**src/rtl/t64_pkg.sv**
```systemverilog
`timescale 1ns/1ps
package t64_pkg;
   // Byte offsets; software depends on these positions.
   localparam int OFS_CNT  = 'h00;
   localparam int OFS_CTRL = 'h08;
   localparam int OFS_STAT = 'h0C;
   localparam int OFS_CMP  = 'h10;
   localparam int OFS_INC  = 'h18;

   // Control bits 3..0, MSB first.
   typedef struct packed {
      logic auto_en;
      logic irq_en;
      logic cmp_en;
      logic run;
   } ctrl_t;
endpackage

```
**src/rtl/t64_counter.sv**
```systemverilog
`timescale 1ns/1ps
module t64_counter #(
   parameter int BUS_W  = 32,
   parameter int NWORDS = 2
) (
   input  logic                      clk,
   input  logic                      rst_n,
   input  logic                      run,
   input  logic                      tick_en,
   input  logic [NWORDS-1:0]         wr_word,
   input  logic [BUS_W-1:0]          wdata,
   output logic [BUS_W*NWORDS-1:0]   count
);
   localparam int CNT_W = BUS_W * NWORDS;

   logic [CNT_W-1:0] base, nxt;

   // Full-width add: a carry reaches the upper words on the same edge.
   assign base = (run && tick_en && !(|wr_word)) ? count + CNT_W'(1) : count;

   for (genvar w = 0; w < NWORDS; w++) begin : g_word
      assign nxt[w*BUS_W +: BUS_W] = wr_word[w] ? wdata : base[w*BUS_W +: BUS_W];
   end

   always_ff @(posedge clk) begin
      if (!rst_n) count <= '0;
      else        count <= nxt;
   end
endmodule

```
**src/rtl/t64_compare.sv**
```systemverilog
`timescale 1ns/1ps
module t64_compare #(
   parameter int BUS_W  = 32,
   parameter int NWORDS = 2
) (
   input  logic                      clk,
   input  logic                      rst_n,
   input  logic [BUS_W*NWORDS-1:0]   count,
   input  logic                      cmp_en,
   input  logic                      auto_en,
   input  logic [NWORDS-1:0]         wr_cmp,
   input  logic                      wr_inc,
   input  logic [BUS_W-1:0]          wdata,
   output logic                      hit,
   output logic [BUS_W*NWORDS-1:0]   cmp_q,
   output logic [BUS_W-1:0]          inc_q
);
   localparam int CNT_W = BUS_W * NWORDS;

   logic [CNT_W-1:0] base, nxt;

   assign hit  = cmp_en && (count >= cmp_q);
   // A software write to any comparator word blocks the step.
   assign base = (hit && auto_en && !(|wr_cmp)) ? cmp_q + CNT_W'(inc_q) : cmp_q;

   for (genvar w = 0; w < NWORDS; w++) begin : g_word
      assign nxt[w*BUS_W +: BUS_W] = wr_cmp[w] ? wdata : base[w*BUS_W +: BUS_W];
   end

   always_ff @(posedge clk) begin
      if (!rst_n) begin
         cmp_q <= '0;
         inc_q <= '0;
      end else begin
         cmp_q <= nxt;
         if (wr_inc) inc_q <= wdata;
      end
   end
endmodule

```
**src/rtl/t64_regs.sv**
```systemverilog
`timescale 1ns/1ps
module t64_regs
   import t64_pkg::*;
#(
   parameter int BUS_W  = 32,
   parameter int NWORDS = 2,
   parameter int ADDR_W = 5
) (
   input  logic                      clk,
   input  logic                      rst_n,
   input  logic                      bus_wr,
   input  logic [ADDR_W-1:0]         bus_addr,
   input  logic [BUS_W-1:0]          bus_wdata,
   input  logic                      hit,
   input  logic [BUS_W*NWORDS-1:0]   count,
   input  logic [BUS_W*NWORDS-1:0]   cmp_q,
   input  logic [BUS_W-1:0]          inc_q,
   output logic [NWORDS-1:0]         wr_cnt,
   output logic [NWORDS-1:0]         wr_cmp,
   output logic                      wr_inc,
   output ctrl_t                     ctrl_q,
   output logic                      flag_q,
   output logic [BUS_W-1:0]          bus_rdata
);
   localparam int WB = BUS_W / 8;

   logic wr_ctrl, wr_stat;

   for (genvar w = 0; w < NWORDS; w++) begin : g_dec
      assign wr_cnt[w] = bus_wr && (bus_addr == ADDR_W'(OFS_CNT + w*WB));
      assign wr_cmp[w] = bus_wr && (bus_addr == ADDR_W'(OFS_CMP + w*WB));
   end
   assign wr_ctrl = bus_wr && (bus_addr == ADDR_W'(OFS_CTRL));
   assign wr_stat = bus_wr && (bus_addr == ADDR_W'(OFS_STAT));
   assign wr_inc  = bus_wr && (bus_addr == ADDR_W'(OFS_INC));

   always_ff @(posedge clk) begin
      if (!rst_n) begin
         ctrl_q <= '0;
         flag_q <= 1'b0;
      end else begin
         if (wr_ctrl) ctrl_q <= ctrl_t'(bus_wdata[$bits(ctrl_t)-1:0]);
         if (hit)                          flag_q <= 1'b1;
         else if (wr_stat && bus_wdata[0]) flag_q <= 1'b0;
      end
   end

   always_comb begin
      bus_rdata = '0;
      for (int w = 0; w < NWORDS; w++) begin
         if (bus_addr == ADDR_W'(OFS_CNT + w*WB)) bus_rdata = count[w*BUS_W +: BUS_W];
         if (bus_addr == ADDR_W'(OFS_CMP + w*WB)) bus_rdata = cmp_q[w*BUS_W +: BUS_W];
      end
      if (bus_addr == ADDR_W'(OFS_CTRL)) bus_rdata = BUS_W'(ctrl_q);
      if (bus_addr == ADDR_W'(OFS_STAT)) bus_rdata = BUS_W'(flag_q);
      if (bus_addr == ADDR_W'(OFS_INC))  bus_rdata = inc_q;
   end
endmodule

```
**src/rtl/t64_timer.sv**
```systemverilog
`timescale 1ns/1ps
module t64_timer
   import t64_pkg::*;
#(
   parameter int CNT_W  = 64,
   parameter int BUS_W  = 32,
   parameter int ADDR_W = 5
) (
   input  logic              clk,
   input  logic              rst_n,
   input  logic              tick_en,
   input  logic              bus_wr,
   input  logic [ADDR_W-1:0] bus_addr,
   input  logic [BUS_W-1:0]  bus_wdata,
   output logic [BUS_W-1:0]  bus_rdata,
   output logic              irq
);
   localparam int NWORDS = CNT_W / BUS_W;

   if (NWORDS != 2 || CNT_W % BUS_W != 0) begin : g_bad_width
      $error("t64_timer: CNT_W must be exactly two bus words");
   end
   if (BUS_W % 8 != 0 || (1 << ADDR_W) <= OFS_INC + BUS_W/8 - 1) begin : g_bad_addr
      $error("t64_timer: ADDR_W too small or BUS_W not byte sized");
   end

   logic [NWORDS-1:0] wr_cnt, wr_cmp;
   logic              wr_inc, hit, flag_q;
   logic [CNT_W-1:0]  count_q, cmp_q;
   logic [BUS_W-1:0]  inc_q;
   ctrl_t             ctrl_q;

   t64_regs #(.BUS_W(BUS_W), .NWORDS(NWORDS), .ADDR_W(ADDR_W)) u_regs (
      .clk(clk), .rst_n(rst_n), .bus_wr(bus_wr), .bus_addr(bus_addr),
      .bus_wdata(bus_wdata), .hit(hit), .count(count_q), .cmp_q(cmp_q),
      .inc_q(inc_q), .wr_cnt(wr_cnt), .wr_cmp(wr_cmp), .wr_inc(wr_inc),
      .ctrl_q(ctrl_q), .flag_q(flag_q), .bus_rdata(bus_rdata)
   );

   t64_counter #(.BUS_W(BUS_W), .NWORDS(NWORDS)) u_cnt (
      .clk(clk), .rst_n(rst_n), .run(ctrl_q.run), .tick_en(tick_en),
      .wr_word(wr_cnt), .wdata(bus_wdata), .count(count_q)
   );

   t64_compare #(.BUS_W(BUS_W), .NWORDS(NWORDS)) u_cmp (
      .clk(clk), .rst_n(rst_n), .count(count_q), .cmp_en(ctrl_q.cmp_en),
      .auto_en(ctrl_q.auto_en), .wr_cmp(wr_cmp), .wr_inc(wr_inc),
      .wdata(bus_wdata), .hit(hit), .cmp_q(cmp_q), .inc_q(inc_q)
   );

   assign irq = flag_q && ctrl_q.irq_en;
endmodule

```
**config.mk**
```make
export PLATFORM = sky130hd
export DESIGN_NAME = t64_timer
export DESIGN_NICKNAME = d
export VERILOG_FILES = /design/src/rtl/t64_pkg.sv /design/src/rtl/t64_counter.sv /design/src/rtl/t64_compare.sv /design/src/rtl/t64_regs.sv /design/src/rtl/t64_timer.sv
export SDC_FILE = /design/constraint.sdc
export NUM_CORES = 1
export LEC_CHECK = 0
export ABC_CLOCK_PERIOD_IN_PS = 4000
export BUFFER_PORTS_ARGS = -buffer_cell sky130_fd_sc_hd__buf_2
export CAP_MARGIN = 10
export CORE_MARGIN = 4
export CORE_UTILIZATION = 63
export DETAILED_ROUTE_END_ITERATION = 8
export PLACE_DENSITY = 0.82
export SYNTH_ARGS = -nofsm -noshare
export SYNTH_HDL_FRONTEND = slang
export SYNTH_SLANG_ARGS = --single-unit
export TNS_END_PERCENT = 30
```
**constraint.sdc**
```tcl
create_clock -name clk -period 4 [get_ports clk]
set_input_delay 0.6 -clock clk [delete_from_list [all_inputs] [get_ports clk]]
set_output_delay 0.6 -clock clk [all_outputs]
set_load 0.005 [all_outputs]
```
==> key figures <==
Run status
  • Status: finished, final reports clean

Worst hold path
  • Hold/Removal Path Class: in2reg

Pwr
  • Peak supply drop: ~0.26 mV
  • Lkg Pwr: 0.00530 uW
  • PD cells: 264 mW/mm^2

Synth
  • Top FF cell, synth: dfxtp_1
  • Post-synthesis cell area: ~0.013 mm^2
  • Mean Syn Cell Area: roughly 7.5 um^2
  • Seq cells post-synth: 165
  • Sequential-to-total area share from yosys stat: 0.260
  • Ys async rst share: 0
  • Post-synthesis cell count: 1691
  • EDFF count, synth: 0
  • Netlist cell types: 79
  • Yosys Warn Count: 0
  • Post-synth net total: about 1800

Final layout
  • Fill cells: 1691
  • Post-route cell area: 0.0140 mm^2
  • Final nets: 1882
  • Share of layout cells above drive strength 1: 0.122
  • Ant. Diodes: 0
  • Layout area overhead: 10.4%

Timing
  • Setup_tns: 0 ns
  • Fin crit share: 0.982
  • Final setup vio count: 0
  • Post-layout minimum cycle time: approximately 4 ns
  • Slew HR: 0.325
  • Tightest Pin Transition: 1.01 ns
  • RSZ-0062 raised after global routing: false
  • Final Hold Fails: 0
  • Clock Skew: 0.0149 ns
  • Max-slew violations: 0
  • Fmax: between 0.2 and 0.3 GHz

Placed design
  • Post-DP Area: 0.0135 mm^2
  • # port buffers: 73
  • Routability cong.: around 1.0
  • HPWL Detailed: 36.9 mm

Setup path
  • Crit path kind: reg2reg
  • Startpoint types: flop
  • CP peak stage delay: 0.82 ns
  • Critical path buffers and inverters: 2
  • Critical-path top delay cell: nor2_2
  • Most used cell, CP: a21oi_1
  • Top Family by Delay on Critical Path: simple AND/OR/NAND/NOR gates
  • CP max FO: 17
  • Setup crit end kind: flop
  • Critical Path RT: 4.36 ns
  • Cell Chain, Critical Path: inv_1, ha_1, a21oi_1, o21ai_0, a221oi_1, a21oi_1, nor3_1, a21oi_4, nor2_2, buf_4, nand2_1, a21oi_1
  • Worst Path Arrival: roughly 4.3 ns

Global routing
  • Initial antenna violation count: 0
  • GRT Total Usage: 0.439
  • First-pass GRT wire length: 76.1 mm
  • Grt total ovfl: 0
  • Number of global-route vias before repair: 13600
  • Pin count of the biggest net entering global routing: 43

Floorplanning
  • Die Wd: around 150 um
  • Die Span Y: 150 um
  • Die area: 0.0225 mm^2
  • Core Footprint: between 0.015 and 0.02 mm^2
  • Number of top-level pins: 74
  • FP Rows: 51
  • Starting Density: 0.647

Clocking
  • Worst-path clk slew: 0.07 ns
  • Clock Path Buffers: 2
  • Htree depth: 4
  • Hold_buf cts: 0
  • Number of buffers created by CTS: 17
  • CTS tree: done
  • Post-CTS Repair Setup Buffers: 0
  • Clk sinks: between 150 and 200
  • Root buf cell: clkbuf_16
  • Clk Latency, worst-skew pair: between 0.4 and 0.5 ns

Route
  • Drt first-iter violations: 2158
  • Post-Route WL: 49.9 mm
  • Vias/cell: 7.27
  • Vias: 14700
  • Residual DRC: 0
  • Drt wl/cell: between 20 and 25 um
  • Pre-Repair DR Iteration Count: 6
  • Antenna viol nets, final: 0

Job
  • MaxCap Viol Count: 0
[repair_timing]
| item | in CTS | in global routing |
|---|---|---|
| setup endpoints to repair | 0 | 7 |
| hold endpoints to repair | 0 | 0 |
| gates resized for setup | 0 | 3 |
[layer usage]
metal / up-vias / global-route usage / part of all wire / routed length, um
li1: 6418 / - / - / -
met1: 6743 / 0.587 / 0.37 / 18500
met2: 1253 / 0.628 / 0.40 / 20200
met3: 277 / 0.130 / 0.16 / 7920
met4: 0 / 0.249 / 0.067 / 3330
met5: - / 0 / 0 / 0
[cell usage in the layout (no fill, tap or decap), drive strengths merged, types with 6 or more instances in the layout]
| cell type | count |
|---|---|
| nand2 | 264 |
| a21oi | 202 |
| dfxtp | 165 |
| buf | 126 |
| nor2 | 110 |
| o21ai | 98 |
| ha | 97 |
| inv | 89 |
| nand3 | 59 |
| nand4 | 41 |
| nor3 | 41 |
| a31oi | 40 |
| a22oi | 30 |
| a22o | 28 |
| mux4 | 27 |
| and3 | 23 |
| a21o | 21 |
| a221oi | 19 |
| or3 | 19 |
| nor4 | 19 |
| clkbuf | 18 |
| o211ai | 17 |
| o311ai | 16 |
| o21a | 15 |
| xor2 | 15 |
| xnor2 | 13 |
| and2 | 10 |
| mux2i | 9 |
| and4 | 9 |
| or4 | 9 |
| o31ai | 8 |
| nor2b | 7 |
| a211oi | 7 |
| or2 | 6 |
[tightest hold or removal path, stage by stage]
cell and delay (ns):
buf_2 0.15, nand2_1 0.07, a21oi_1 0.05
[state kept, by name, indices dropped and copies added, names as in the netlist]
name	cells
u_regs.ctrl_q	4
u_cmp.inc_q	32
u_cnt.count	64
u_regs.flag_q	1
u_cmp.cmp_q	64
[per-stage QoR]
| stage | utilization | total power, uW | instances | worst slack (ns) | hold slack [ns] |
|---|---|---|---|---|---|
| floorplan | - | 1870 | 1691 | 1.01 | 0.445 |
| global placement | 0.684 | 2010 | 1989 | 0.312 | 0.463 |
| detailed placement | 0.684 | 2010 | 1989 | 0.185 | 0.471 |
| CTS | 0.714 | 3680 | 2020 | 0.167 | 0.462 |
| global route | 0.715 | 3790 | 2020 | 0.00732 | 0.488 |
| finish | 0.715 | 3710 | 2020 | 0.0735 | 0.470 |
[kinds of logic after synthesis]
kind of cell	after synthesis	synth area share
compound gates	557	0.277
xor+xnor	28	0.0193
fa+ha+maj	98	0.0970
buf+inv	178	0.0567
flops	165	0.260
mux	37	0.0561
simple gates	628	0.234
[power by group]
group	total [uW]	internal (uW)	switching, uW
clock	1710	944	763
sequential	1670	1650	19.0
combinational	325	93.4	232
total	3710	2690	1010
[final timing paths]
| check | startpoint | end | slack, ns | cells after the start |
|---|---|---|---|---|
| worst max register to register | u_cmp.cmp_q[25] | u_cmp.cmp_q[8] | 0.07 | 12 |
| worst min register to register | u_cmp.inc_q[22] | u_cmp.inc_q[22] | 0.48 | 2 |
| worst max-delay path | u_cmp.cmp_q[25] | u_cmp.cmp_q[8] | 0.07 | 12 |
| worst min-delay path | bus_wdata[25] | u_cmp.inc_q[25] | 0.47 | 3 |
[area by class of cell]
class                      count  area (um^2)  area share
multi-input combinational   1348         8740       0.622
sequential                   165         3300       0.235
timing repair buffer         126          763      0.0543
clock buffer                  18          439      0.0313
tap                          265          332      0.0236
inverter                      85          322      0.0229
clock inverter                13          149      0.0106
[cells in the mapped netlist, types with 4 or more instances]
| master | n | area share |
|---|---|---|
| clkbuf_1 | 75 | 0.022 |
| ha_1 | 97 | 0.095 |
| o21ai_0 | 96 | 0.038 |
| and3_1 | 22 | 0.011 |
| nand3_1 | 58 | 0.023 |
| a211oi_1 | 7 | 0.0041 |
| and2_1 | 9 | 0.0044 |
| and4_1 | 8 | 0.0055 |
| or4_1 | 7 | 0.0041 |
| o211ai_1 | 17 | 0.010 |
| nand4_1 | 40 | 0.020 |
| a221oi_1 | 19 | 0.013 |
| mux4_2 | 26 | 0.046 |
| o31a_1 | 4 | 0.0028 |
| or2_2 | 6 | 0.0030 |
| o41ai_1 | 4 | 0.0028 |
| buf_1 | 7 | 0.0021 |
| a21o_1 | 21 | 0.012 |
| buf_6 | 5 | 0.0044 |
| a21oi_1 | 202 | 0.080 |
| a311oi_1 | 5 | 0.0034 |
| xor2_1 | 15 | 0.010 |
| o21bai_1 | 4 | 0.0024 |
| mux2i_1 | 9 | 0.0071 |
| o31ai_1 | 8 | 0.0047 |
| xnor2_1 | 13 | 0.0090 |
| nand2b_1 | 5 | 0.0025 |
| nand2_1 | 264 | 0.078 |
| o22ai_1 | 5 | 0.0025 |
| a31oi_1 | 40 | 0.020 |
| o21a_1 | 15 | 0.0089 |
| inv_1 | 85 | 0.025 |
| a22o_1 | 28 | 0.019 |
| o311ai_0 | 16 | 0.011 |
| a22oi_1 | 30 | 0.018 |
| nor2_1 | 110 | 0.032 |
| nor2b_1 | 7 | 0.0034 |
| or3_1 | 19 | 0.0093 |
| nor3_1 | 41 | 0.016 |
| nor4_1 | 17 | 0.0084 |
| dfxtp_1 | 165 | 0.26 |
No activity file was read; power rests on OpenSTA's default activity.
